===== src/rtl/cec_tx_pkg.sv =====
package cec_tx_pkg;

  typedef enum logic [1:0] {
    ST_IDLE = 2'd0,
    ST_WAIT = 2'd1,
    ST_SOM  = 2'd2,
    ST_BIT  = 2'd3
  } tx_state_e;

  // bit 0 done, bit 1 ack, bit 2 arb, bit 3 err (matches stat_clr)
  typedef struct packed {
    logic err;
    logic arb;
    logic ack;
    logic done;
  } tx_flags_t;

endpackage


===== src/rtl/cec_tick_gen.sv =====
module cec_tick_gen #(
  parameter int DIV_W = 16
) (
  input  logic             clk,
  input  logic             rst,
  input  logic [DIV_W-1:0] div,
  output logic             tick
);

  logic [DIV_W-1:0] cnt;
  logic [DIV_W-1:0] last;

  assign last = (div == '0) ? '0 : div - 1'b1;

  always_ff @(posedge clk) begin
    if (rst) begin
      cnt  <= '0;
      tick <= 1'b0;
    end else if (cnt >= last) begin
      cnt  <= '0;
      tick <= 1'b1;
    end else begin
      cnt  <= cnt + 1'b1;
      tick <= 1'b0;
    end
  end

  AST_TICK_ALIGN: assert property (@(posedge clk) disable iff (rst)
    tick |-> (cnt == '0));

endmodule


===== src/rtl/cec_tx_buf.sv =====
module cec_tx_buf #(
  parameter int DEPTH = 16,
  parameter int AW    = 4
) (
  input  logic          clk,
  input  logic          we,
  input  logic [AW-1:0] waddr,
  input  logic [7:0]    wdata,
  input  logic [AW-1:0] raddr,
  output logic [7:0]    rdata
);

  logic [7:0] mem [DEPTH];

  always_ff @(posedge clk) begin
    if (we) mem[waddr] <= wdata;
    rdata <= mem[raddr];
  end

endmodule


===== src/rtl/cec_tx_engine.sv =====
module cec_tx_engine
  import cec_tx_pkg::*;
#(
  parameter int NBYTES    = 16,
  parameter int AW        = 4,
  parameter int LEN_W     = 5,
  parameter int T_SOM_LOW = 37,
  parameter int T_SOM     = 45,
  parameter int T_ZERO    = 15,
  parameter int T_ONE     = 6,
  parameter int T_BIT     = 24,
  parameter int T_SAMPLE  = 10
) (
  input  logic             clk,
  input  logic             rst,
  input  logic             tick,
  input  logic             line,
  input  logic             start,
  input  logic [LEN_W-1:0] len,
  input  logic             auto_som,
  input  logic             auto_eom,
  input  logic             stop_on_nack,
  input  logic [1:0]       gap_sel,
  input  logic [7:0]       byte_data,
  output logic [AW-1:0]    byte_idx,
  output logic             drive_low,
  output logic             busy,
  output logic             ev_done,
  output logic             ev_ack,
  output logic             ev_arb,
  output logic             ev_err
);

  localparam int PH_W   = $clog2(T_SOM + 1);
  localparam int GAP_W  = $clog2(7 * T_BIT + 1);
  localparam int SLOT_W = 4;
  localparam logic [SLOT_W-1:0] SLOT_EOM = SLOT_W'(8);
  localparam logic [SLOT_W-1:0] SLOT_ACK = SLOT_W'(9);
  localparam logic [LEN_W-1:0]  MAX_LEN  = LEN_W'(NBYTES);

  tx_state_e          st;
  logic [PH_W-1:0]    ph, ph_nx, low_len;
  logic [SLOT_W-1:0]  slot;
  logic [AW-1:0]      last_idx;
  logic [GAP_W-1:0]   gap_cnt, gap_need;
  logic               som_q, eom_q, stop_q;
  logic               all_ack, ack_now, bit_val;

  function automatic logic [GAP_W-1:0] gap_of(input logic [1:0] sel);
    case (sel)
      2'd1:    return GAP_W'(5 * T_BIT);
      2'd2:    return GAP_W'(3 * T_BIT);
      default: return GAP_W'(7 * T_BIT);
    endcase
  endfunction

  assign ph_nx = ph + 1'b1;
  assign busy  = (st != ST_IDLE);

  always_comb begin
    if (slot < SLOT_EOM)       bit_val = byte_data[3'd7 - slot[2:0]];
    else if (slot == SLOT_EOM) bit_val = eom_q && (byte_idx == last_idx);
    else                       bit_val = 1'b1;
    low_len = bit_val ? PH_W'(T_ONE) : PH_W'(T_ZERO);
  end

  always_ff @(posedge clk) begin
    if (rst) begin
      st        <= ST_IDLE;
      drive_low <= 1'b0;
      ph        <= '0;
      slot      <= '0;
      byte_idx  <= '0;
      last_idx  <= '0;
      gap_cnt   <= '0;
      gap_need  <= '0;
      som_q     <= 1'b0;
      eom_q     <= 1'b0;
      stop_q    <= 1'b0;
      all_ack   <= 1'b0;
      ack_now   <= 1'b0;
      ev_done   <= 1'b0;
      ev_ack    <= 1'b0;
      ev_arb    <= 1'b0;
      ev_err    <= 1'b0;
    end else begin
      ev_done <= 1'b0;
      ev_ack  <= 1'b0;
      ev_arb  <= 1'b0;
      ev_err  <= 1'b0;
      case (st)
        ST_IDLE: begin
          if (start) begin
            if (len == '0 || len > MAX_LEN) begin
              ev_err  <= 1'b1;
              ev_done <= 1'b1;
            end else begin
              st       <= ST_WAIT;
              gap_cnt  <= '0;
              gap_need <= gap_of(gap_sel);
              som_q    <= auto_som;
              eom_q    <= auto_eom;
              stop_q   <= stop_on_nack;
              last_idx <= AW'(len - 1'b1);
              byte_idx <= '0;
              all_ack  <= 1'b1;
            end
          end
        end
        ST_WAIT: begin
          if (!line) begin
            gap_cnt <= '0;
          end else if (tick) begin
            if (gap_cnt + 1'b1 == gap_need) begin
              drive_low <= 1'b1;
              ph        <= '0;
              slot      <= '0;
              st        <= som_q ? ST_SOM : ST_BIT;
            end else begin
              gap_cnt <= gap_cnt + 1'b1;
            end
          end
        end
        ST_SOM: begin
          if (tick) begin
            if (ph_nx == PH_W'(T_SOM_LOW)) drive_low <= 1'b0;
            if (ph_nx == PH_W'(T_SOM)) begin
              ph        <= '0;
              drive_low <= 1'b1;
              st        <= ST_BIT;
            end else begin
              ph <= ph_nx;
            end
          end
        end
        ST_BIT: begin
          if (tick) begin
            if (ph_nx == low_len) drive_low <= 1'b0;
            if (ph_nx == PH_W'(T_SAMPLE)) begin
              if (slot == SLOT_ACK) begin
                ack_now <= !line;
              end else if (bit_val && !line) begin
                drive_low <= 1'b0;
                st        <= ST_IDLE;
                ev_arb    <= 1'b1;
                ev_done   <= 1'b1;
              end
            end
            if (ph_nx == PH_W'(T_BIT)) begin
              ph <= '0;
              if (slot == SLOT_ACK) begin
                if (byte_idx == last_idx || (stop_q && !ack_now)) begin
                  st      <= ST_IDLE;
                  ev_done <= 1'b1;
                  ev_ack  <= all_ack && ack_now;
                end else begin
                  all_ack   <= all_ack && ack_now;
                  byte_idx  <= byte_idx + 1'b1;
                  slot      <= '0;
                  drive_low <= 1'b1;
                end
              end else begin
                slot      <= slot + 1'b1;
                drive_low <= 1'b1;
              end
            end else begin
              ph <= ph_nx;
            end
          end
        end
        default: st <= ST_IDLE;
      endcase
    end
  end

  // length of the current low pulse, in ticks, for the bound check
  logic [PH_W-1:0] low_run;
  always_ff @(posedge clk) begin
    if (rst || !drive_low) low_run <= '0;
    else if (tick)         low_run <= low_run + 1'b1;
  end

  AST_LOW_BOUND: assert property (@(posedge clk) disable iff (rst)
    low_run <= PH_W'(T_SOM_LOW));
  AST_DRIVE_IN_FRAME: assert property (@(posedge clk) disable iff (rst)
    drive_low |-> busy);
  AST_ARB_RELEASE: assert property (@(posedge clk) disable iff (rst)
    ev_arb |-> (!drive_low && !busy));
  AST_ERR_QUIET: assert property (@(posedge clk) disable iff (rst)
    ev_err |-> (!drive_low && !busy));
  AST_ACK_AT_END: assert property (@(posedge clk) disable iff (rst)
    ev_ack |-> ev_done);
  AST_DONE_SINGLE: assert property (@(posedge clk) disable iff (rst)
    ev_done |=> !ev_done);

endmodule


===== src/rtl/cec_frame_tx.sv =====
module cec_frame_tx
  import cec_tx_pkg::*;
#(
  parameter int DIV_W     = 16,
  parameter int NBYTES    = 16,
  parameter int LEN_W     = 5,
  parameter int T_SOM_LOW = 37,
  parameter int T_SOM     = 45,
  parameter int T_ZERO    = 15,
  parameter int T_ONE     = 6,
  parameter int T_BIT     = 24,
  parameter int T_SAMPLE  = 10,
  localparam int AW       = $clog2(NBYTES)
) (
  input  logic             clk,
  input  logic             rst,
  input  logic [DIV_W-1:0] cfg_div,
  input  logic             buf_we,
  input  logic [AW-1:0]    buf_addr,
  input  logic [7:0]       buf_wdata,
  input  logic             start,
  input  logic [LEN_W-1:0] start_len,
  input  logic             auto_som,
  input  logic             auto_eom,
  input  logic             stop_on_nack,
  input  logic [1:0]       gap_sel,
  input  logic [3:0]       stat_clr,
  input  logic             cec_in,
  output logic             cec_drive_low,
  output logic             busy,
  output logic             stat_done,
  output logic             stat_ack,
  output logic             stat_arb,
  output logic             stat_err
);

  logic       tick;
  logic [1:0] sync_q;
  logic       line;
  logic [AW-1:0] rd_idx;
  logic [7:0] rd_byte;
  logic       ev_done, ev_ack, ev_arb, ev_err;
  tx_flags_t  flags_q;

  always_ff @(posedge clk) begin
    if (rst) sync_q <= 2'b11;
    else     sync_q <= {sync_q[0], cec_in};
  end
  assign line = sync_q[1];

  cec_tick_gen #(.DIV_W(DIV_W)) u_tick (
    .clk  (clk),
    .rst  (rst),
    .div  (cfg_div),
    .tick (tick)
  );

  cec_tx_buf #(.DEPTH(NBYTES), .AW(AW)) u_buf (
    .clk   (clk),
    .we    (buf_we),
    .waddr (buf_addr),
    .wdata (buf_wdata),
    .raddr (rd_idx),
    .rdata (rd_byte)
  );

  cec_tx_engine #(
    .NBYTES(NBYTES), .AW(AW), .LEN_W(LEN_W),
    .T_SOM_LOW(T_SOM_LOW), .T_SOM(T_SOM), .T_ZERO(T_ZERO),
    .T_ONE(T_ONE), .T_BIT(T_BIT), .T_SAMPLE(T_SAMPLE)
  ) u_eng (
    .clk          (clk),
    .rst          (rst),
    .tick         (tick),
    .line         (line),
    .start        (start),
    .len          (start_len),
    .auto_som     (auto_som),
    .auto_eom     (auto_eom),
    .stop_on_nack (stop_on_nack),
    .gap_sel      (gap_sel),
    .byte_data    (rd_byte),
    .byte_idx     (rd_idx),
    .drive_low    (cec_drive_low),
    .busy         (busy),
    .ev_done      (ev_done),
    .ev_ack       (ev_ack),
    .ev_arb       (ev_arb),
    .ev_err       (ev_err)
  );

  always_ff @(posedge clk) begin
    if (rst) begin
      flags_q <= '0;
    end else begin
      flags_q.done <= (flags_q.done & ~stat_clr[0]) | ev_done;
      flags_q.ack  <= (flags_q.ack  & ~stat_clr[1]) | ev_ack;
      flags_q.arb  <= (flags_q.arb  & ~stat_clr[2]) | ev_arb;
      flags_q.err  <= (flags_q.err  & ~stat_clr[3]) | ev_err;
    end
  end

  assign stat_done = flags_q.done;
  assign stat_ack  = flags_q.ack;
  assign stat_arb  = flags_q.arb;
  assign stat_err  = flags_q.err;

  AST_DONE_STICKY: assert property (@(posedge clk) disable iff (rst)
    (stat_done && !stat_clr[0]) |=> stat_done);
  AST_ARB_STICKY: assert property (@(posedge clk) disable iff (rst)
    (stat_arb && !stat_clr[2]) |=> stat_arb);

endmodule


===== config.mk =====
export PLATFORM = sky130hd
export DESIGN_NAME = cec_frame_tx
export DESIGN_NICKNAME = d
export VERILOG_FILES = /design/src/rtl/cec_tx_pkg.sv /design/src/rtl/cec_tick_gen.sv /design/src/rtl/cec_tx_buf.sv /design/src/rtl/cec_tx_engine.sv /design/src/rtl/cec_frame_tx.sv
export SDC_FILE = /design/constraint.sdc
export NUM_CORES = 1
export LEC_CHECK = 0
export CAP_MARGIN = 10
export CORE_ASPECT_RATIO = 0.9
export CORE_MARGIN = 5
export CORE_UTILIZATION = 25
export CTS_CLUSTER_SIZE = 16
export DETAILED_ROUTE_END_ITERATION = 8
export GPL_TIMING_DRIVEN = 0
export PLACE_DENSITY_LB_ADDON = 0.25
export SETUP_SLACK_MARGIN = 0.02
export SYNTH_ARGS = -nofsm -noshare
export SYNTH_HDL_FRONTEND = slang
export SYNTH_SLANG_ARGS = --single-unit

===== constraint.sdc =====
create_clock -name clk -period 5.3 [get_ports clk]
set_input_delay 0.795 -clock clk [delete_from_list [all_inputs] [get_ports clk]]
set_output_delay 0.795 -clock clk [all_outputs]
set_load 0.1 [all_outputs]

Word level (Yosys, flattened, before mapping)

Memory sizes are Yosys's and may differ from the RTL's. A register that Yosys moved wholly into a read port is not among the register bits.
Cells that the tools add are included.

Register bits: 69
Memories kept: 1
Bits in writable memories: 128

Reductions and logical operators: 28
Multiplexer cells: 87
$add $sub $neg: 8
Order comparisons: 4
Bitwise gates (word level): 19
Eq/ne operators: 29

Memories:

| memory    | words | width | read ports | clocked after Yosys merged registers in | wr ports | RTL line         | RTL |
|---|---|---|---|---|---|---|---|
| u_buf.mem | 16    | 8     | 1          | 1                                       | 1        | cec_tx_buf.sv:13 | `logic [7:0] mem [DEPTH];` |

Operator list:

| operator              | count |
|---|---|
| $mux 4                | 14 |
| $mux 6                | 7 |
| $mux 8                | 5 |
| $mux 1                | 36 |
| $pmux 8 s2            | 2 |
| $mux 2                | 14 |
| $reduce_and 7->1      | 3 |
| $pmux 6 s3            | 1 |
| $add 16x1->16 const B | 1 |
| $ge 16x16->1          | 1 |
| $logic_not 16->1      | 1 |
| $mux 16               | 1 |
| $pmux 4 s2            | 2 |
| $sub 16x1->16 const B | 1 |
| $ne 2x2->1 const B    | 7 |
| $eq 6x6->1 const B    | 2 |
| $not 1->1             | 11 |
| $ne 3x3->1 const B    | 3 |
| $add 4x1->4 const B   | 2 |
| $add 8x1->8 const B   | 1 |
| $eq 4x4->1 const B    | 2 |
| $eq 8x8->1            | 1 |
| $ne 2x1->1 const B    | 4 |
| $pmux 2 s4            | 1 |
| other kinds (33)      | 52 |

Longest topological paths before layout

Depth after elaboration: 15
Gate-level depth with buffers: 15
Gate-level depth less buffers: 14

Modules after synthesis

From an unflattened synthesis, not the netlist that was laid out.

Cells, all modules: 783
Area total of the unflattened synthesis: 9634.2 um2

By module, submodules not included:

| module        | instances | seq. area each (um2) | cells an instance | area each (um2) |
|---|---|---|---|---|
| cec_tx_buf    | 1         | 4003.8               | 229               | 5147.4 |
| cec_tx_engine | 1         | 860.8                | 353               | 2803.9 |
| cec_tick_gen  | 1         | 340.3                | 181               | 1490.2 |
| cec_frame_tx  | 1         | 120.1                | 20                | 192.7 |

Worst setup path after synthesis

Ideal clock, no wire load.

Path type: input to register
Start point: in cfg_div[5]
End point: reg u_tick.cnt[10]
Slack: 1422 ps
Arrival time: 3751 ps
Stages on the path: 13
Cell sequence: or4_1 -> nor4_1 -> nand4b_1 -> and2_1 -> ha_1 -> nand2b_1 -> a21oi_1 -> o21ai_0 -> a31oi_1 -> o311a_1 -> o211ai_1 -> clkbuf_1 -> nor2_1

Longest elaborated chain between the ends: 4

Ends and longest elaborated chain:

| item                                              | RTL line           | RTL |
|---|---|---|
| start, declared                                   | cec_frame_tx.sv:17 | `input logic [DIV_W-1:0] cfg_div,` |
| $sub 16x1->16 or $logic_not 16->1 (tied branches) | cec_tick_gen.sv:13 | `assign last = (div == '0) ? '0 : div - 1'b1;` |
| $mux 16 *                                         | cec_tick_gen.sv:13 |  |
| $ge 16x16->1 *                                    | cec_tick_gen.sv:19 | `end else if (cnt >= last) begin` |
| $reduce_or 2->1 (no source line) *                | n/a                |  |
| end signal, assigned                              | cec_tick_gen.sv:23 | `cnt <= cnt + 1'b1;` |
| end, declared                                     | cec_tick_gen.sv:10 | `logic [DIV_W-1:0] cnt;` |

Mark *: on every way between the ends. The rest lies on a longest branch, timed or not.
A chain may end at the register's enable or synchronous reset.

Final worst setup path

Start point: in cfg_div[5]
End point: reg u_tick.cnt[7]

Same word-level chain as after synthesis.

==> impl_metrics.env <==
export IMPL_grt_max_degree=17
export IMPL_die_w_um=214
export IMPL_p_per_area_mw_per_mm2=339
export IMPL_die_h_um=194
export IMPL_total_leakage_power_uw=0.00372
export IMPL_gr_usage_met1=0.148
export IMPL_cts_resized=0
export IMPL_ys_seq_area_frac=0.569
export IMPL_start_util=0.252
export IMPL_rsz0062_at_grt="no"
export IMPL_synth_area_mm2=0.00936
export IMPL_r2r_end="u_eng.slot[2]"
export IMPL_grt_busiest_layer="met2"
export IMPL_grt_overflow_total=0
export IMPL_cts_tree="done"
export IMPL_pwr_share_comb=0.125
export IMPL_clock_sinks=202
export IMPL_r2r_cells=7
export IMPL_maxCapViolCount=0
export IMPL_syn_area_per_cell_um2=12.5
export IMPL_wl_um=21600
export IMPL_mappedNetlistNets=829
export IMPL_clockBufferDepth=3
export IMPL_setup_viol=0
export IMPL_r2r_start="u_eng.gap_cnt[4]"
export IMPL_ys_flop_type="edfxtp_1"
export IMPL_drc=0
export IMPL_arrival_ps=4890
export IMPL_syn_to_final_growth_pct=20.3
export IMPL_grt_pass1_vias=5956
export IMPL_min_from="sync_q[0]"
export IMPL_syn_inst=748
export IMPL_path_clk_slew_ps=60
export IMPL_grt_antenna_before_repair=0
export IMPL_worst_slack_ps=801
export IMPL_worstHoldPathCells=1
export IMPL_detailed_place_hpwl_um=15200
export IMPL_fmax_mhz=222
export IMPL_async_reset_ff_frac=0
export IMPL_relSlewSlack=0.331
export IMPL_dieArea_mm2=0.0414
export IMPL_hold_path_class="flop to flop"
export IMPL_p_int_uw=2830
export IMPL_gp_congestion=0.766
export IMPL_postCtsSetupRepairBufs=0
export IMPL_num_rows=67
export IMPL_ir_drop_uv=213
export IMPL_seqPwrFrac=0.458
export IMPL_outcome="completed"
export IMPL_grt_usage=0.103
export IMPL_drt_initial_drc_count=284
export IMPL_ys_ff_latch=202
export IMPL_worst_setup_path_end_kind="flop"
export IMPL_hold_path_end="sync_q[1]"
export IMPL_post_place_ws_ps=176
export IMPL_synth_edf_count=128
export IMPL_layout_drive_gt1_share=0.121
export IMPL_worstPathMaxFanout=10
export IMPL_core_area_mm2=0.0371
export IMPL_ys_warn_count=0
export IMPL_swShare=0.257
export IMPL_wl_per_cell_um=16.3
export IMPL_tns_ps=0
export IMPL_worstPathRequired_ps=5690
export IMPL_ctsHtreeMaxLevel=1
export IMPL_grt_use_met2=0.161
export IMPL_grt_pass1_wl_um=34000
export IMPL_skew_ps=23.1
export IMPL_critical_path_class="input pin to flop"
export IMPL_finalCriticalPeriod_ps=4500
export IMPL_vias=6059
export IMPL_grt_met3_usage=0.0224
export IMPL_post_drt_via_cell_ratio=4.57
export IMPL_post_route_period_util=0.849
export IMPL_switching_power_uw=980
export IMPL_antenna_cells=0
export IMPL_drtAntennaViolNets=0
export IMPL_startpoint_type="input pin"
export IMPL_yosysUniqueCellTypes=64
export IMPL_pin_count=53
export IMPL_hold_viol=0
export IMPL_io_buffers=52
export IMPL_drt_first_pass_iters=4
export IMPL_cts_root_buf="clkbuf_16"
export IMPL_p_clk_frac=0.416
export IMPL_fin_nets=908
export IMPL_slew_viol_final=0
export IMPL_ctsHoldBuffers=0
export IMPL_cts_made_buffers=22
export IMPL_rrSetupSlack_ps=2590
export IMPL_max_slew_worst_pin_slew_ps=1000
export IMPL_insertion_delay_ps=540
## synthesized netlist by cell type, types with 9 or more instances
| master | n | area share |
|---|---|---|
| or4_1 | 12 | 0.0096 |
| inv_1 | 29 | 0.012 |
| xnor2_1 | 17 | 0.016 |
| ha_1 | 34 | 0.045 |
| edfxtp_1 | 128 | 0.41 |
| nor2_1 | 70 | 0.028 |
| nand2b_1 | 10 | 0.0067 |
| a21oi_1 | 37 | 0.020 |
| xor2_1 | 26 | 0.024 |
| or3_1 | 10 | 0.0067 |
| o21ai_0 | 14 | 0.0075 |
| nand3_1 | 25 | 0.013 |
| nand2_1 | 66 | 0.026 |
| dfxtp_1 | 74 | 0.16 |
| clkbuf_1 | 19 | 0.0076 |
| a31oi_1 | 9 | 0.0060 |
| mux4_2 | 40 | 0.096 |
| nor3_1 | 17 | 0.0091 |
## state kept, by name, indices dropped and copies added (netlist names), 2 cells and up
| name | flops |
|---|---|
| u_eng.gap_need | 5 |
| u_buf.mem | 128 |
| u_eng.st | 2 |
| u_eng.slot | 4 |
| u_buf.rdata | 8 |
| sync_q | 2 |
| u_eng.byte_idx | 4 |
| u_tick.cnt | 16 |
| u_eng.ph | 6 |
| u_eng.gap_cnt | 8 |
| u_eng.last_idx | 4 |
## per-layer routing
metal,up-vias,part of all wire
met5,-,0
met4,0,0.015
met3,23,0.040
met2,98,0.45
met1,2975,0.49
li1,2963,-
## cell families (layout without fill, tap and decap cells)
family          Yosys count  in the layout  share of synthesized area
flops                   202            202                      0.569
fa+ha+maj                34             34                     0.0455
buf+inv                  60            155                     0.0292
simple gates            261            261                      0.140
compound gates           99             99                     0.0678
xor+xnor                 44             44                     0.0420
mux                      48             48                      0.106
## worst max-delay path: stages
cell and delay, ps:
clkdlybuf4s50_1 470, or4_1 590, nor4_1 380, nand4b_1 350
and2_1 290, ha_1 260, nand2b_1 90, a21oi_1 60
o21ai_0 150, a31oi_1 140, o311a_1 370, o211ai_1 440
clkbuf_1 420, nor2_1 90
## placed cells by master (no fill, tap or decap), drive strengths merged, types with 13 or more instances in the layout
master,instances
clkbuf,52
or4,13
dfxtp,74
xor2,26
mux4,40
a21oi,37
nand3,26
nor2,70
ha,34
buf,14
clkdlybuf4s50,52
nand2,66
o21ai,14
xnor2,18
nor3,17
inv,30
edfxtp,128
## how the worst max path moves through the flow
| stage | startpoint | end | slack [ps] |
|---|---|---|---|
| after floorplan | cfg_div[5] | u_tick.cnt[10] | 1420 |
| after global placement | cfg_div[5] | u_tick.cnt[14] | 270 |
| after detailed placement | cfg_div[5] | u_tick.cnt[14] | 180 |
| after CTS | cfg_div[5] | u_tick.cnt[7] | 730 |
| after global routing | cfg_div[5] | u_tick.cnt[7] | 260 |
| final | cfg_div[5] | u_tick.cnt[7] | 800 |
## per-stage QoR
step | instance area [µm²] | power [µW] | instances | hold WS, ps | utilization
3_5_place_dp | 10500 | 2260 | 1286 | 401 | 0.283
5_1_grt | 11300 | 3980 | 1326 | 452 | 0.303
4_1_cts | 11300 | 3860 | 1326 | 422 | 0.303
2_1_floorplan | 9360 | 2090 | 748 | 389 | -
6_report | 11300 | 3810 | 1326 | 422 | 0.303
3_3_place_gp | 10500 | 2260 | 1283 | 408 | 0.282
## power groups by stage
stage,sequential (µW),clock (µW),combinational (µW)
3_3_place_gp,1780,0,477
6_report,1750,1590,478
5_1_grt,1750,1710,526
4_1_cts,1750,1630,483
2_1_floorplan,1810,0,285
3_5_place_dp,1780,0,479
## area by class of cell
type,count,area [µm²]
flip-flops and latches,202,5330
fillers,3782,25900
inverters,29,109
well taps,483,604
multi-input cells,486,3760
plain buffers,31,164
repair buffers,55,538
clock inverters,8,120
clock buffers,32,633
No activity file was read; power rests on OpenSTA's default activity.
